$ cat src/rtl/fef_pkg.sv
package fef_pkg;
  // Number of fault causes gathered at the top
  localparam int unsigned NUM_CAUSES = 4;

  // Saturating increment bounded by a limit
  function automatic int unsigned sat_inc(input int unsigned v, input int unsigned lim);
    return (v >= lim) ? lim : v + 1;
  endfunction

  typedef enum logic { TX_IDLE = 1'b0, TX_BURST = 1'b1 } tx_mode_e;
endpackage

$ cat src/rtl/fef_cause_merge.sv
module fef_cause_merge #(
  parameter int unsigned N = 4
) (
  input  logic [N-1:0] causes,
  output logic         any_cause
);
  logic [N:0] chain;
  assign chain[0] = 1'b0;
  for (genvar i = 0; i < N; i++) begin : g_or
    assign chain[i+1] = chain[i] | causes[i];
  end
  assign any_cause = chain[N];
endmodule

$ cat src/rtl/fef_tx_gen.sv
module fef_tx_gen
  import fef_pkg::*;
#(
  parameter int unsigned ONES_LEN = 84,
  parameter int unsigned MIN_REPS = 3
) (
  input  logic clk,
  input  logic rst_n,
  input  logic bit_en,
  input  logic fault_req,
  output logic tx_bit,
  output logic sending
);
  localparam int unsigned PERIOD = ONES_LEN + 1;
  localparam int unsigned PH_W   = $clog2(PERIOD);
  localparam int unsigned REP_W  = $clog2(MIN_REPS + 1);

  tx_mode_e          mode_q, mode_d;
  logic [PH_W-1:0]   phase_q, phase_d;
  logic [REP_W-1:0]  reps_q, reps_d;
  logic              at_zero;
  logic [REP_W-1:0]  reps_inc;

  assign at_zero  = (mode_q == TX_BURST) && (phase_q == PH_W'(ONES_LEN));
  assign reps_inc = REP_W'(sat_inc(int'(reps_q), MIN_REPS));

  always_comb begin
    mode_d  = mode_q;
    phase_d = phase_q;
    reps_d  = reps_q;
    if (bit_en) begin
      if (mode_q == TX_IDLE) begin
        if (fault_req) begin
          // the idle one sent on this bit doubles as the first pattern bit
          mode_d  = TX_BURST;
          phase_d = PH_W'(1);
          reps_d  = '0;
        end
      end else if (at_zero) begin
        phase_d = '0;
        reps_d  = reps_inc;
        if (!fault_req && (reps_inc >= REP_W'(MIN_REPS))) begin
          mode_d = TX_IDLE;
        end
      end else begin
        phase_d = phase_q + PH_W'(1);
      end
    end
  end

  always_ff @(posedge clk) begin
    if (!rst_n) begin
      mode_q  <= TX_IDLE;
      phase_q <= '0;
      reps_q  <= '0;
    end else begin
      mode_q  <= mode_d;
      phase_q <= phase_d;
      reps_q  <= reps_d;
    end
  end

  assign tx_bit  = !at_zero;
  assign sending = (mode_q == TX_BURST);
endmodule

$ cat src/rtl/fef_rx_det.sv
module fef_rx_det
  import fef_pkg::*;
#(
  parameter int unsigned ONES_LEN    = 84,
  parameter int unsigned DETECT_REPS = 3
) (
  input  logic clk,
  input  logic rst_n,
  input  logic bit_en,
  input  logic rx_bit,
  output logic far_fault
);
  localparam int unsigned RUN_MAX = ONES_LEN + 1;
  localparam int unsigned RUN_W   = $clog2(RUN_MAX + 1);
  localparam int unsigned CNT_W   = $clog2(DETECT_REPS + 1);

  logic [RUN_W-1:0] run_q, run_d;
  logic [CNT_W-1:0] cnt_q, cnt_d;
  logic             flag_q, flag_d;
  logic             good_end;
  logic [CNT_W-1:0] cnt_inc;

  assign good_end = (run_q >= RUN_W'(ONES_LEN));
  assign cnt_inc  = CNT_W'(sat_inc(int'(cnt_q), DETECT_REPS));

  always_comb begin
    run_d  = run_q;
    cnt_d  = cnt_q;
    flag_d = flag_q;
    if (bit_en) begin
      if (rx_bit) begin
        run_d = RUN_W'(sat_inc(int'(run_q), RUN_MAX));
        if (run_d == RUN_W'(RUN_MAX)) begin
          // a whole period with no pattern end: drop the indication
          cnt_d  = '0;
          flag_d = 1'b0;
        end
      end else begin
        run_d = '0;
        if (good_end) begin
          cnt_d = cnt_inc;
          if (cnt_inc == CNT_W'(DETECT_REPS)) flag_d = 1'b1;
        end else begin
          // early zero: frame carrier, not a fault pattern
          cnt_d  = '0;
          flag_d = 1'b0;
        end
      end
    end
  end

  always_ff @(posedge clk) begin
    if (!rst_n) begin
      run_q  <= '0;
      cnt_q  <= '0;
      flag_q <= 1'b0;
    end else begin
      run_q  <= run_d;
      cnt_q  <= cnt_d;
      flag_q <= flag_d;
    end
  end

  assign far_fault = flag_q;
endmodule

$ cat src/rtl/fef_link_signal.sv
module fef_link_signal
  import fef_pkg::*;
#(
  parameter int unsigned ONES_LEN    = 84,
  parameter int unsigned MIN_REPS    = 3,
  parameter int unsigned DETECT_REPS = 3
) (
  input  logic clk,
  input  logic rst_n,
  input  logic bit_en,
  input  logic rx_bit,
  input  logic sig_loss,
  input  logic lock_loss,
  input  logic no_activity,
  input  logic mgmt_force,
  output logic tx_bit,
  output logic tx_fault_active,
  output logic far_fault
);
  logic [NUM_CAUSES-1:0] causes;
  logic                  fault_req;

  assign causes = {mgmt_force, no_activity, lock_loss, sig_loss};

  fef_cause_merge #(.N(NUM_CAUSES)) u_merge (
    .causes    (causes),
    .any_cause (fault_req)
  );

  fef_tx_gen #(.ONES_LEN(ONES_LEN), .MIN_REPS(MIN_REPS)) u_tx (
    .clk       (clk),
    .rst_n     (rst_n),
    .bit_en    (bit_en),
    .fault_req (fault_req),
    .tx_bit    (tx_bit),
    .sending   (tx_fault_active)
  );

  fef_rx_det #(.ONES_LEN(ONES_LEN), .DETECT_REPS(DETECT_REPS)) u_rx (
    .clk       (clk),
    .rst_n     (rst_n),
    .bit_en    (bit_en),
    .rx_bit    (rx_bit),
    .far_fault (far_fault)
  );
endmodule

$ cat config.mk
export PLATFORM = sky130hd
export DESIGN_NAME = fef_link_signal
export DESIGN_NICKNAME = d
export VERILOG_FILES = /design/src/rtl/fef_pkg.sv /design/src/rtl/fef_cause_merge.sv /design/src/rtl/fef_tx_gen.sv /design/src/rtl/fef_rx_det.sv /design/src/rtl/fef_link_signal.sv
export SDC_FILE = /design/constraint.sdc
export NUM_CORES = 1
export LEC_CHECK = 0
export ABC_AREA = 1
export BUFFER_PORTS_ARGS = -buffer_cell sky130_fd_sc_hd__buf_2
export CORE_MARGIN = 2
export CORE_UTILIZATION = 23
export CTS_CLUSTER_SIZE = 12
export DETAILED_ROUTE_END_ITERATION = 12
export GPL_TIMING_DRIVEN = 0
export PLACE_DENSITY_LB_ADDON = 0.05
export SLEW_MARGIN = 40
export SYNTH_ARGS = -nofsm -noshare
export SYNTH_HDL_FRONTEND = slang
export SYNTH_SLANG_ARGS = --single-unit
export TNS_END_PERCENT = 5
$ cat constraint.sdc
create_clock -name clk -period 2.3 [get_ports clk]
set_clock_uncertainty 0.1 [all_clocks]
set_input_delay 0.46 -clock clk [delete_from_list [all_inputs] [get_ports clk]]
set_output_delay 0.46 -clock clk [all_outputs]
set_load 0.05 [all_outputs]
==> results.cfg, run 1 <==
[run_status]
status = completed

[power]
p_leak_uw = 0.0005136
p_clk_share_pct = 33.8
p_int_uw = 492.0
netSwitchingFraction_pct = 24.53
ir_drop_mv = 0.2620
p_sw_uw = 159.9
pwr-share-seq_pct = 55.4
p_per_area_nw_per_um2 = 482.4
power_frac_comb_pct = 10.7

[finish]
n_fill_cell = 591
drive_gt1_share_pct = 13.11
final_nets = 198
antenna_cells = 0
utilization_pct = 26.97
final_area_um2 = 1351
area_delta_synth_final_pct = 14.77

[logic_synthesis]
synth.distinct_cells = 30
yosysMostFrequentCell = nand2_1
yosys-top-cells-area = dfxtp_1 34%, nand2_1 13%, inv_1 7.7%
syn_area_um2 = 1177
syn_inst = 171
synthArstFlopShare_pct = 0
ys_ff_latch = 20
synth_edf_count = 0
yosysWarnings = 0
synth_area_per_cell_um2 = 6.885
ys_seq_area_share_pct = 34.01
ys_dominant_reg_cell = dfxtp_1
synth.net_count = 184
synth_common_cells = 42 x nand2_1, 24 x inv_1, 20 x dfxtp_1
yosysTopAreaCellShare_pct = 34.01
synth_top_area_cell = dfxtp_1

[detailed_routing]
wire_per_inst_um = 11.04
vias_per_cell = 4.348
dr_total_vias = 1100
firstDrtPassIters = 4
first_iter_violations = 23
ant_nets = 0
routed_wl_um = 2794
drc = 0

[clock_network]
path_clk_slew_ns = 0.07
clkSinkCount = 20
cts_hold_buf = 0
cts_buffer_depth = 2
cts_made_buffers = 3
cts_root_buf = clkbuf_8
cts_max_level = 1
cts_tree = done
post_cts.repair.setup_buffers = 0
cts_resized = 0
clock_latency_ns = 0.25

[job]
cap_violations = 0

[die]
start_util_pct = 23.50
num_rows = 26
dieHeight_um = 75.55
coreArea_um2 = 5010
die_area_um2 = 5707
io_pins = 11
die_w_um = 75.55

[placement]
place_area_um2 = 1310
portBuffers = 9
place_congestion = 0.7592
dp.final_hpwl_um = 2161

[sta]
rsz0062_at_grt = no
hold_viol_final = 0
period_share_pct = 91.88
tightest_slew_ns = 0.5250
fin_crit_ns = 2.113
timing.fmax_mhz = 473.2
relSlewSlack_pct = 65.00
fin_tns_setup_ns = 0
finalSetupViolCount = 0
drv_slew = 0

[global_route]
overflow = 0
grt_pass1_vias = 1080
grt_usage_pct = 11.33
grt_pass1_wl_um = 4926
grt_antenna_before_repair = 0
grt_max_degree = 11

[worst_setup_path]
cp.required_ns = 1.74
crit_fanout = 4
critPathKind = flip-flop to primary output
crit_path_start_kind = flip-flop
r2r_cells = 13
arrival_ns = 1.55
end_kind = primary output

[worst_hold_path]
hold_class = input port to flip-flop
whs_path_depth = 3
[layer usage]
| layer | wire length, µm | track usage [%] |
|---|---|---|
| met1 | 1310 | 14.30 |
| met2 | 1364 | 19.61 |
| met3 | 97 | 2.778 |
| met4 | 22 | 2.339 |
| met5 | 0 | 0 |
[final timing paths]
path,to,slack [ns],from
hold reg to reg,u_tx.reps_q[0],0.39,u_tx.reps_q[0]
hold / removal,u_tx.reps_q[1],0.38,rst_n
setup / recovery,tx_bit,0.19,u_tx.phase_q[0]
setup reg to reg,u_rx.cnt_q[1],0.46,u_rx.run_q[1]
[registers in the layout, indices dropped and copies added (netlist names)]
register,count
u_tx.phase_q,7
u_rx.cnt_q,2
u_tx.sending,1
u_tx.reps_q,2
u_rx.far_fault,1
u_rx.run_q,7
[cell usage in the layout (no fill, tap or decap), types with 2 or more instances in the layout]
cell	instances
nand2_1	42
inv_1	24
dfxtp_1	20
nand3_1	14
a21oi_1	14
nor2_1	13
buf_2	9
nand4_1	5
ha_1	5
a21oi_2	3
a211oi_1	3
o21ai_0	3
clkbuf_8	3
nand2_2	2
buf_4	2
xnor2_1	2
nor3_1	2
o21a_1	2
nor4_1	2
[cells by family (layout without fill, tap and decap cells)]
logic type | Yosys count | in the layout | share of synthesized area, %
buf+inv | 28 | 40 | 9.564
flops | 20 | 20 | 34.01
simple gates | 86 | 86 | 32.73
xor+xnor | 2 | 2 | 1.488
compound gates | 30 | 30 | 16.90
fa+ha+maj | 5 | 5 | 5.313
[layout make-up]
class	instances	area (µm²)	share of cell area, %
Multi-Input combinational cell	123	664.4	49.17
Inverter	25	93.84	6.944
Buffer	3	18.77	1.389
Sequential cell	20	400.4	29.63
Tap cell	70	87.58	6.481
Clock buffer	3	41.29	3.056
Timing Repair Buffer	9	45.04	3.333
[power groups by stage]
stage          Sequential [µW]  Combinational [µW]  Clock, µW
3_5_place_dp               369                71.3          0
6_report                   361                70.0        221
5_1_grt                    363                79.8        257
2_1_floorplan              372                44.3          0
3_3_place_gp               369                70.1          0
4_1_cts                    361                71.6        242
[worst max-delay path: stages (launching register included)]
cell	delay, ns
dfxtp_1	0.32
inv_1	0.12
ha_1	0.16
nand4_1	0.14
or2_2	0.33
buf_2	0.22
[metrics by stage]
stage	total power [µW]	hold slack, ns	std cells	worst slack [ns]
global placement	439.1	0.3703	250	0.4718
CTS	674.2	0.3742	253	0.1772
global route	699.8	0.4071	253	0.03704
floorplan	415.9	0.3494	171	0.4943
finish	651.9	0.3778	253	0.1868
detailed placement	440.6	0.3772	250	0.4364
No activity file was read; power rests on OpenSTA's default activity.
==> run 2, diff against run 1 <==
Settings changed: ABC_AREA 1 to default.
==> results.cfg, run 2 <==
[detailed_routing]
dr_total_vias = 1137
firstDrtPassIters = 4
routed_wl_um = 3113
drc = 0
wire_per_inst_um = 13.71
first_iter_violations = 73
vias_per_cell = 5.009
ant_nets = 0

[placement]
place_inst = 223
dp.final_hpwl_um = 2287
portBuffers = 10
place_congestion = 0.7145

[finish]
drive_gt1_share_pct = 14.01
largestRegisters = u_rx.run_q: 7 flops, u_tx.phase_q: 7 flops
antenna_cells = 0
final_common_cell = dfxtp_1
layout.cells.non_filler = 227
multi_input_area_um2 = 709.4
area_delta_synth_final_pct = 18.01
n_fill_cell = 569
layout_common_cells = 19 x dfxtp_1, 12 x nand2_1, 10 x inv_1
final_nets = 171
seq_area_um2 = 401.6

[logic_synthesis]
ys_ff_latch = 20
synth_common_cells = 20 x dfxtp_1, 12 x nand2_1, 10 x inv_1
synthArstFlopShare_pct = 0
yosysWarnings = 0
ys_dominant_reg_cell = dfxtp_1
yosys-top-cells-area = dfxtp_1 34%, ha_1 5.3%, nand2_1 3.8%
synth.net_count = 156
synth_edf_count = 0
synth.distinct_cells = 42
synth_area_per_cell_um2 = 8.260
syn_inst = 143
syn_area_um2 = 1181
yosysTopAreaCellShare_pct = 33.90
yosysMostFrequentCell = dfxtp_1
ys_seq_area_share_pct = 33.90
synth_top_area_cell = dfxtp_1

[global_route]
grt_pass1_vias = 1080
overflow = 0
grt_usage_pct = 11.86
grt_pass1_wl_um = 5099
grt_max_degree = 13
grt_antenna_before_repair = 0

[sta]
fin_crit_ns = 2.165
hold_viol_final = 0
finalSetupViolCount = 0
rsz0062_at_grt = no
drv_slew = 0
period_share_pct = 94.14
timing.fmax_mhz = 461.9
relSlewSlack_pct = 60.27
tightest_slew_ns = 0.5960
fin_tns_setup_ns = 0

[worst_setup_path]
path_delay_family = simple AND/OR/NAND/NOR gates
r2r_slack_ns = 0.37
end_kind = primary output
r2r-end = u_rx.far_fault
r2r_start = u_rx.run_q[1]
crit_path_max_incr_delay_ns = 0.53
cp.required_ns = 1.74
crit_path_start_kind = flip-flop
critPathKind = flip-flop to primary output
arrival_ns = 1.61
slowest_stage = dfxtp_1
crit_buf_inv = 2
r2r_cells = 6
path_cells = and3_1 -> and2_1 -> inv_1 -> clkbuf_4
crit_fanout = 9

[clock_network]
post_cts.repair.setup_buffers = 0
clkSinkCount = 20
path_clk_slew_ns = 0.08
cts_root_buf = clkbuf_8
cts_buffer_depth = 2
cts_max_level = 1
clock_latency_ns = 0.26
cts_resized = 0
cts_made_buffers = 3
cts_hold_buf = 0
cts_tree = done

[run_status]
status = completed

[die]
coreArea_um2 = 5042
dieHeight_um = 75.66
num_rows = 26
start_util_pct = 23.42
die_w_um = 75.66
die_area_um2 = 5724
io_pins = 11

[worst_hold_path]
hold-path-endpoint = u_tx.phase_q[5]
hold_class = input port to flip-flop
hp-start = rst_n
whs_path_depth = 2

[power]
p_leak_uw = 0.0004894
p_per_area_nw_per_um2 = 568.8
ir_drop_mv = 0.2965

[job]
cap_violations = 0
[run 2: worst max-delay path by stage]
stage,from,to,slack [ns],cells past startpoint
final,u_tx.sending,tx_bit,0.13,4
after floorplan,u_tx.sending,tx_bit,0.30,3
after detailed placement,lock_loss,u_tx.phase_q[4],0.30,6
after global routing,u_tx.sending,tx_bit,0.04,4
after global placement,bit_en,u_rx.run_q[6],0.26,5
after CTS,u_tx.phase_q[0],tx_bit,0.04,6
[run 2: power breakdown]
| group | total, µW | internal, µW | switching, µW |
|---|---|---|---|
| Sequential | 361 | 352 | 9.01 |
| Clock | 362 | 232 | 130 |
| Combinational | 70.0 | 24.6 | 45.4 |
| Total | 793 | 609 | 184 |
[run 2: cells by family (layout without fill, tap and decap cells)]
group | count (synthesis) | count (layout) | share of synthesized area [%]
and+or+nand+nor | 50 | 50 | 23.09
AOI/OAI and AO/OA | 45 | 45 | 27.12
DFF | 20 | 20 | 33.90
buffers and inverters | 17 | 31 | 6.038
adders and majority gates | 5 | 5 | 5.297
xor gates and xnor gates | 5 | 5 | 3.707
muxes | 1 | 1 | 0.8475
[run 2: per-layer routing]
layer,track usage [%],vias to the layer above,wire [µm]
met2,20.29,20,1549
met4,3.509,0,28
li1,-,562,-
met5,0,-,0
met1,14.60,551,1442
met3,3.175,4,93
[run 2: metrics by stage]
step / worst slack [ns] / hold slack, ns / power, µW / area (µm²) / util (%)
after floorplan: 0.2990 / 0.3562 / 412.5 / 1181 / -
after global placement: 0.2642 / 0.3789 / 439.8 / 1319 / 26.15
after detailed placement: 0.2959 / 0.3829 / 438.8 / 1319 / 26.15
after CTS: 0.03617 / 0.3691 / 805.5 / 1390 / 27.57
after global routing: 0.04489 / 0.3669 / 828.5 / 1394 / 27.64
final: 0.1348 / 0.3745 / 792.8 / 1394 / 27.64
[run 2: cell type report]
cell class                 instances  share of cell area [%]
buffer                             6                   2.154
sequential                        20                   28.82
tap                               70                   6.284
inverter                          11                   2.962
clock inverter                     1                   2.154
clock buffer                       3                   2.962
multi-input combinational        106                   50.90
timing repair buffer              10                   3.770
